## config.mk

```make
export PLATFORM = sky130hd
export DESIGN_NAME = tdl_transport_delay
export DESIGN_NICKNAME = d
export VERILOG_FILES = /design/src/rtl/tdl_pkg.sv /design/src/rtl/tdl_rate_gen.sv /design/src/rtl/tdl_clear_burst.sv /design/src/rtl/tdl_delay_mem.sv /design/src/rtl/tdl_transport_delay.sv
export SDC_FILE = /design/constraint.sdc
export NUM_CORES = 2
export LEC_CHECK = 0
export BUFFER_PORTS_ARGS = -buffer_cell sky130_fd_sc_hd__buf_2
export CAP_MARGIN = 25
export CORE_ASPECT_RATIO = 1.1
export CORE_MARGIN = 2
export CORE_UTILIZATION = 45
export CTS_CLUSTER_SIZE = 24
export DETAILED_ROUTE_END_ITERATION = 10
export PLACE_DENSITY = 0.7
export SYNTH_ARGS = -nofsm -noshare
export SYNTH_HDL_FRONTEND = slang
export SYNTH_SLANG_ARGS = --single-unit
```

## constraint.sdc

```tcl
create_clock -name clk -period 11.75 [get_ports clk]
set_clock_uncertainty 0.2 [all_clocks]
set_input_delay 0.5875 -clock clk [delete_from_list [all_inputs] [get_ports clk]]
set_output_delay 0.5875 -clock clk [all_outputs]
set_load 0.02 [all_outputs]
```

## src/rtl/tdl_pkg.sv

```systemverilog
package tdl_pkg;
  typedef enum logic [1:0] {
    MODE_HALT    = 2'b00,
    MODE_COMPUTE = 2'b01,
    MODE_INIT    = 2'b10,
    MODE_HALT_B  = 2'b11
  } tdl_mode_e;
endpackage

```

## src/rtl/tdl_rate_gen.sv

```systemverilog
module tdl_rate_gen #(
  parameter int RATE_W = 8,
  parameter int ACC_W  = 24
) (
  input  logic              clk,
  input  logic              rst_n,
  input  logic              run,
  input  logic [RATE_W-1:0] rate_word,
  input  logic [1:0]        range_sel,
  output logic              tick
);
  localparam int INC_W = RATE_W + 7;

  logic [INC_W-1:0] inc;
  logic [ACC_W-1:0] acc;
  logic [ACC_W:0]   sum;

  always_comb begin
    case (range_sel)
      2'b00:   inc = INC_W'(rate_word);
      2'b01:   inc = INC_W'(rate_word) * INC_W'(10);
      default: inc = INC_W'(rate_word) * INC_W'(100);
    endcase
  end

  assign sum  = {1'b0, acc} + (ACC_W + 1)'(inc);
  assign tick = run & sum[ACC_W];

  always_ff @(posedge clk) begin
    if (!rst_n)   acc <= '0;
    else if (run) acc <= sum[ACC_W-1:0];
    else          acc <= '0;
  end

  // a zero rate never yields a shift tick
  p_zero_rate_quiet_r4: assert property (@(posedge clk) disable iff (!rst_n)
    (rate_word == '0) |-> !tick);
endmodule

```

## src/rtl/tdl_clear_burst.sv

```systemverilog
module tdl_clear_burst #(
  parameter int DIV   = 1000,
  parameter int TICKS = 100
) (
  input  logic clk,
  input  logic rst_n,
  input  logic start,
  output logic active,
  output logic tick
);
  localparam int DIV_W = (DIV > 1) ? $clog2(DIV) : 1;
  localparam int CNT_W = (TICKS > 1) ? $clog2(TICKS) : 1;

  logic [DIV_W-1:0] div_cnt;
  logic [CNT_W-1:0] tick_cnt;

  assign tick = active && (div_cnt == DIV_W'(DIV - 1));

  always_ff @(posedge clk) begin
    if (!rst_n) begin
      active   <= 1'b0;
      div_cnt  <= '0;
      tick_cnt <= '0;
    end else if (start) begin
      active   <= 1'b1;
      div_cnt  <= '0;
      tick_cnt <= '0;
    end else if (active) begin
      if (tick) begin
        div_cnt <= '0;
        if (tick_cnt == CNT_W'(TICKS - 1)) active <= 1'b0;
        else                               tick_cnt <= tick_cnt + 1'b1;
      end else begin
        div_cnt <= div_cnt + 1'b1;
      end
    end
  end

  // the burst only ends after its full count of shifts
  p_burst_full_len_r6: assert property (@(posedge clk) disable iff (!rst_n)
    $fell(active) |-> ($past(tick_cnt) == CNT_W'(TICKS - 1)));
endmodule

```

## src/rtl/tdl_delay_mem.sv

```systemverilog
module tdl_delay_mem #(
  parameter int DATA_W = 8,
  parameter int DEPTH  = 100
) (
  input  logic              clk,
  input  logic              rst_n,
  input  logic              shift,
  input  logic              clr,
  input  logic              ring,
  input  logic [DATA_W-1:0] din,
  output logic [DATA_W-1:0] dout,
  output logic              out_valid
);
  localparam int PTR_W = $clog2(DEPTH);

  logic [DATA_W-1:0] store [DEPTH];
  logic [PTR_W-1:0]  ptr;
  logic [DATA_W-1:0] rd, wr;

  assign rd = store[ptr];

  always_comb begin
    if (clr)       wr = '0;
    else if (ring) wr = rd;
    else           wr = din;
  end

  always_ff @(posedge clk) begin
    if (!rst_n) begin
      for (int i = 0; i < DEPTH; i++) store[i] <= '0;
      ptr       <= '0;
      dout      <= '0;
      out_valid <= 1'b0;
    end else begin
      out_valid <= shift;
      if (shift) begin
        store[ptr] <= wr;
        ptr        <= (ptr == PTR_W'(DEPTH - 1)) ? '0 : ptr + 1'b1;
        dout       <= clr ? '0 : rd;
      end
    end
  end

  // the circular pointer stays inside the 100-word window
  p_ptr_in_window_r1: assert property (@(posedge clk) disable iff (!rst_n)
    int'(ptr) < DEPTH);

  // without a shift the pointer does not move
  p_ptr_hold_r3: assert property (@(posedge clk) disable iff (!rst_n)
    !shift |=> $stable(ptr));
endmodule

```

## src/rtl/tdl_transport_delay.sv

```systemverilog
module tdl_transport_delay
  import tdl_pkg::*;
#(
  parameter int DATA_W      = 8,
  parameter int DEPTH       = 100,
  parameter int RATE_W      = 8,
  parameter int ACC_W       = 24,
  parameter int BURST_DIV   = 1000,
  parameter int BURST_TICKS = DEPTH
) (
  input  logic              clk,
  input  logic              rst_n,
  input  logic [1:0]        mode,
  input  logic              src_ext,
  input  logic              ext_tick,
  input  logic [1:0]        range_sel,
  input  logic [RATE_W-1:0] rate_word,
  input  logic              ring_en,
  input  logic [DATA_W-1:0] sample_in,
  output logic [DATA_W-1:0] dac_out,
  output logic              out_valid,
  output logic              clearing
);
  tdl_mode_e mode_e;
  logic is_compute, is_init, is_halt, was_init;
  logic burst_start, burst_active, burst_tick;
  logic rate_run, rate_tick, shift;

  assign mode_e     = tdl_mode_e'(mode);
  assign is_compute = (mode_e == MODE_COMPUTE);
  assign is_init    = (mode_e == MODE_INIT);
  assign is_halt    = (mode_e == MODE_HALT) || (mode_e == MODE_HALT_B);

  always_ff @(posedge clk) begin
    if (!rst_n) was_init <= 1'b0;
    else        was_init <= is_init;
  end

  assign burst_start = is_init && !was_init;
  assign rate_run    = is_compute && !src_ext && !burst_active;

  always_comb begin
    if (burst_active)    shift = burst_tick;
    else if (is_compute) shift = src_ext ? ext_tick : rate_tick;
    else                 shift = 1'b0;
  end

  tdl_rate_gen #(.RATE_W(RATE_W), .ACC_W(ACC_W)) u_rate (
    .clk(clk), .rst_n(rst_n), .run(rate_run),
    .rate_word(rate_word), .range_sel(range_sel), .tick(rate_tick)
  );

  tdl_clear_burst #(.DIV(BURST_DIV), .TICKS(BURST_TICKS)) u_burst (
    .clk(clk), .rst_n(rst_n), .start(burst_start),
    .active(burst_active), .tick(burst_tick)
  );

  tdl_delay_mem #(.DATA_W(DATA_W), .DEPTH(DEPTH)) u_mem (
    .clk(clk), .rst_n(rst_n), .shift(shift), .clr(burst_active),
    .ring(ring_en), .din(sample_in), .dout(dac_out), .out_valid(out_valid)
  );

  assign clearing = burst_active;

  // halt never produces an output word outside a burst
  p_halt_no_shift_r3: assert property (@(posedge clk) disable iff (!rst_n)
    (is_halt && !clearing) |=> !out_valid);

  // with the external source picked, no tick means no shift
  p_ext_gate_r2: assert property (@(posedge clk) disable iff (!rst_n)
    (is_compute && src_ext && !ext_tick && !clearing) |=> !out_valid);

  // every word emitted during the burst is zero
  p_burst_out_zero_r6: assert property (@(posedge clk) disable iff (!rst_n)
    (clearing && out_valid) |-> (dac_out == '0));

  // initial condition after the burst is idle
  p_init_idle_r8: assert property (@(posedge clk) disable iff (!rst_n)
    (is_init && was_init && !clearing) |=> !out_valid);
endmodule

```

==> summary.txt <==
Run
  – Max-Cap Viols: 0

Logic synthesis
  – Syn avg cell area: around 14 µm²
  – Mapped Cells: between 3000 and 4000
  – Seq/Total Area, Yosys: roughly 64%
  – Synthesized area: between 0.04 and 0.05 mm²
  – Ys async rst share: 0%
  – Synthesized net count: approximately 3700
  – Yosys Warn Count: 0
  – Synth Flop Type: edfxtp_1
  – Netlist cell types: 73
  – Yosys reg bits: 1090
  – Post-synth EDFFs: ~1000

Timing
  – Hold Vio Cnt, Final: 0
  – Max-slew violation count: 0
  – Final setup viols: 0
  – RSZ-0062 raised after global routing: false
  – Pin slew with the least headroom to its limit: around 1200 ps
  – Final worst slack: 5240 ps
  – Peak Freq: roughly 0.15 GHz
  – Tcrit/Tclk final: a little under three fifths
  – Normalized max-slew margin: between 15 and 20%
  – Final min period: approximately 6500 ps
  – Final TNS setup: 0 ps

GRT
  – Initial antenna violation count: 1
  – Total gr overflow: 0
  – Largest net degree at the start of global routing: about 150
  – First-pass GRT wire length: between 150000 and 200000 µm
  – All-layer global routing usage: between 20% and 30%
  – Vias in the first global route: approximately 30000

CTS
  – Num CTS Buffers: 110
  – CTS Buffer Depth: 3
  – CTS Sinks: about 1100
  – Worst skew pair latency: ~700 ps
  – Hold_buf cts: 2
  – Root buffer cell: clkbuf_16
  – # Post-CTS Setup Buffers: 0
  – Reg clk slew, reported paths: 60 ps
  – Resize count post-CTS: 0
  – TritonCTS clock tree: yes
  – H-tree Lvls: 3

Setup path
  – Critical Path Sink Type: flop
  – Setup CP Type: in2reg
  – CP peak stage delay: 850 ps
  – Critical-path cell list: buf_2, ha_1, ha_1, fa_1, ha_1, nor2b_1, o21ai_0, a21boi_0, o21ai_0, a21o_1, a21o_1, a21oi_1, ha_1, a21oi_1, nand2b_1, o221ai_4, o21ai_4, buf_12, buf_4, o21ai_0
  – CP max-delay cell: buf_4
  – CP startpoint kind: primary input
  – Worst Path Max Fanout: 148
  – Worst EP arrival: ~6600 ps
  – CP required: roughly 12000 ps
  – Cell mode on critical path: ha_1

Route
  – Post-detailed-route via-to-cell ratio: just over 6
  – Router iterations before antenna repair: 7
  – Routed length per instance: 24.9 µm
  – Post-route ant nets: 0
  – WL final: between 100000 and 150000 µm
  – Vias: slightly above 30000
  – Residual DRC count: 0
  – Initial DRC Count: approximately 3500

Placed design
  – Place WS: around 4500 ps
  – Port bufs: 34
  – Final RePlAce weighted congestion: between 0.8 and 0.9
  – Post-DP HPWL: slightly below 80000 µm

Die
  – FP Rows: around 130
  – IO Pins: 35
  – Die Height: 353 µm
  – Area of the die: about 0.11 mm²
  – Die Wd: between 300 and 400 µm
  – Initial Util: roughly 46%
  – Core area: approximately 0.11 mm²

Layout
  – P&R area growth vs syn: 8.79%
  – Layout Nets: approximately 3500
  – Share of cells above drive strength 1: between 10% and 20%

Power
  – VDD IR max: 0.125 mV
  – PD cells: ~150 mW/mm²
  – LEAKAGE: around 0.017 µW

Worst hold path
  – Hold Path Class: in2reg

Outcome
  – Status: finished clean
## registers in the layout, summed over array words and instances (netlist names), named ones only
name / flops
u_mem.ptr: 7
u_rate.acc: 24
u_mem.dout: 8
u_burst.active: 1
u_mem.store: 1024
u_mem.out_valid: 1
u_burst.tick_cnt: 7
u_burst.div_cnt: 10
was_init: 1
## Yosys cell counts, drive strengths merged, types with 66 or more instances
cell	n	area share (%)
a21oi	66	0.66
buf	247	3.2
clkbuf	114	0.86
dfxtp	66	2.7
edfxtp	1024	62
mux2i	137	2.8
mux4	192	8.7
nand2	125	0.94
nor2	618	4.7
nor3	268	3.4
o21ai	76	0.81
or3	68	0.85
## final timing paths
check                                   start                  to  slack, ps  cells after the start
worst max register to register           flop   u_mem.store[6][7]       5610                     10
worst min-delay path                  mode[1]      u_burst.active        150                      3
worst min register to register  u_mem.dout[6]       u_mem.dout[6]        270                      1
worst max-delay path             rate_word[2]  u_mem.store[40][2]       5240                     20
## worst max-delay path, delay by kind of cell
kind                     cells  cell delay (ps)
AND/OR/NAND/NOR              2              320
AO/OA/AOI/OAI               10             2270
adder cells (fa/ha/maj)      5             1670
buffers and inverters        3             1580
## where the power goes
group / internal (µW) / switching, µW
sequential: 4370 / 46.0
combinational: 138 / 358
clock: 1900 / 1480
total: 6410 / 1890
## logic make-up (layout without fill, tap and decap cells)
family	Yosys count	after routing	synth area share, %
AO/OA/AOI/OAI	353	353	4.70
XOR/XNOR	40	40	0.704
multiplexers	339	339	11.7
AND/OR/NAND/NOR	1275	1275	12.5
flip-flops	1090	1090	64.4
adder cells (fa/ha/maj)	65	65	1.71
buffers and inverters	399	391	4.36
other	0	1	0
## final cells by class
cell class	count	area, µm²
Antenna cell	1	2.50
Clock buffer	135	2890
Clock inverter	73	581
Fill cell	9127	55200
Inverter	38	143
Multi-Input combinational cell	2072	15700
Sequential cell	1090	32100
Tap cell	1419	1780
Timing Repair Buffer	145	1030
## metal layers
| layer | share of wire (%) | routed length (µm) | up-vias | GRT usage, % |
|---|---|---|---|---|
| li1 | - | - | 13261 | - |
| met3 | 9.0 | 11100 | 259 | 3.30 |
| met5 | 0 | 0 | - | 0 |
| met1 | 40 | 48900 | 15279 | 29.9 |
| met4 | 3.9 | 4870 | 0 | 8.23 |
| met2 | 48 | 58800 | 1540 | 34.4 |
## per-stage QoR
| stage | power [µW] | cells | area, µm² | util, % | hold WS, ps |
|---|---|---|---|---|---|
| floorplan | 4810 | 3561 | 49800 | - | 242 |
| detailed placement | 4980 | 4743 | 50500 | 46.2 | 259 |
| finish | 8300 | 4973 | 54200 | 49.6 | 148 |
| CTS | 8320 | 4953 | 54000 | 49.4 | 112 |
| global placement | 4970 | 4717 | 50400 | 46.1 | 254 |
| global route | 8520 | 4972 | 54200 | 49.5 | 128 |
## placed cells by master, fill, tap and decap left out, types with 11 or more instances in the layout
master / n
buf_4: 77
o21ai_0: 73
a22o_1: 12
or3_1: 68
o22ai_1: 51
xor2_1: 24
edfxtp_1: 1024
clkbuf_1: 22
ha_1: 60
nor4_1: 64
nor2_1: 609
a22oi_1: 64
clkinv_1: 32
clkbuf_16: 111
buf_2: 55
nand2_1: 124
nand2b_1: 12
clkinv_2: 25
nand4_1: 18
a211oi_1: 12
nor3_2: 67
a21oi_1: 66
dfxtp_1: 63
xnor2_1: 16
nand3_1: 41
mux4_2: 192
nor3_1: 201
a21o_1: 11
nor2b_1: 15
inv_1: 38
mux2i_1: 137
No activity file was read; power rests on OpenSTA's default activity.
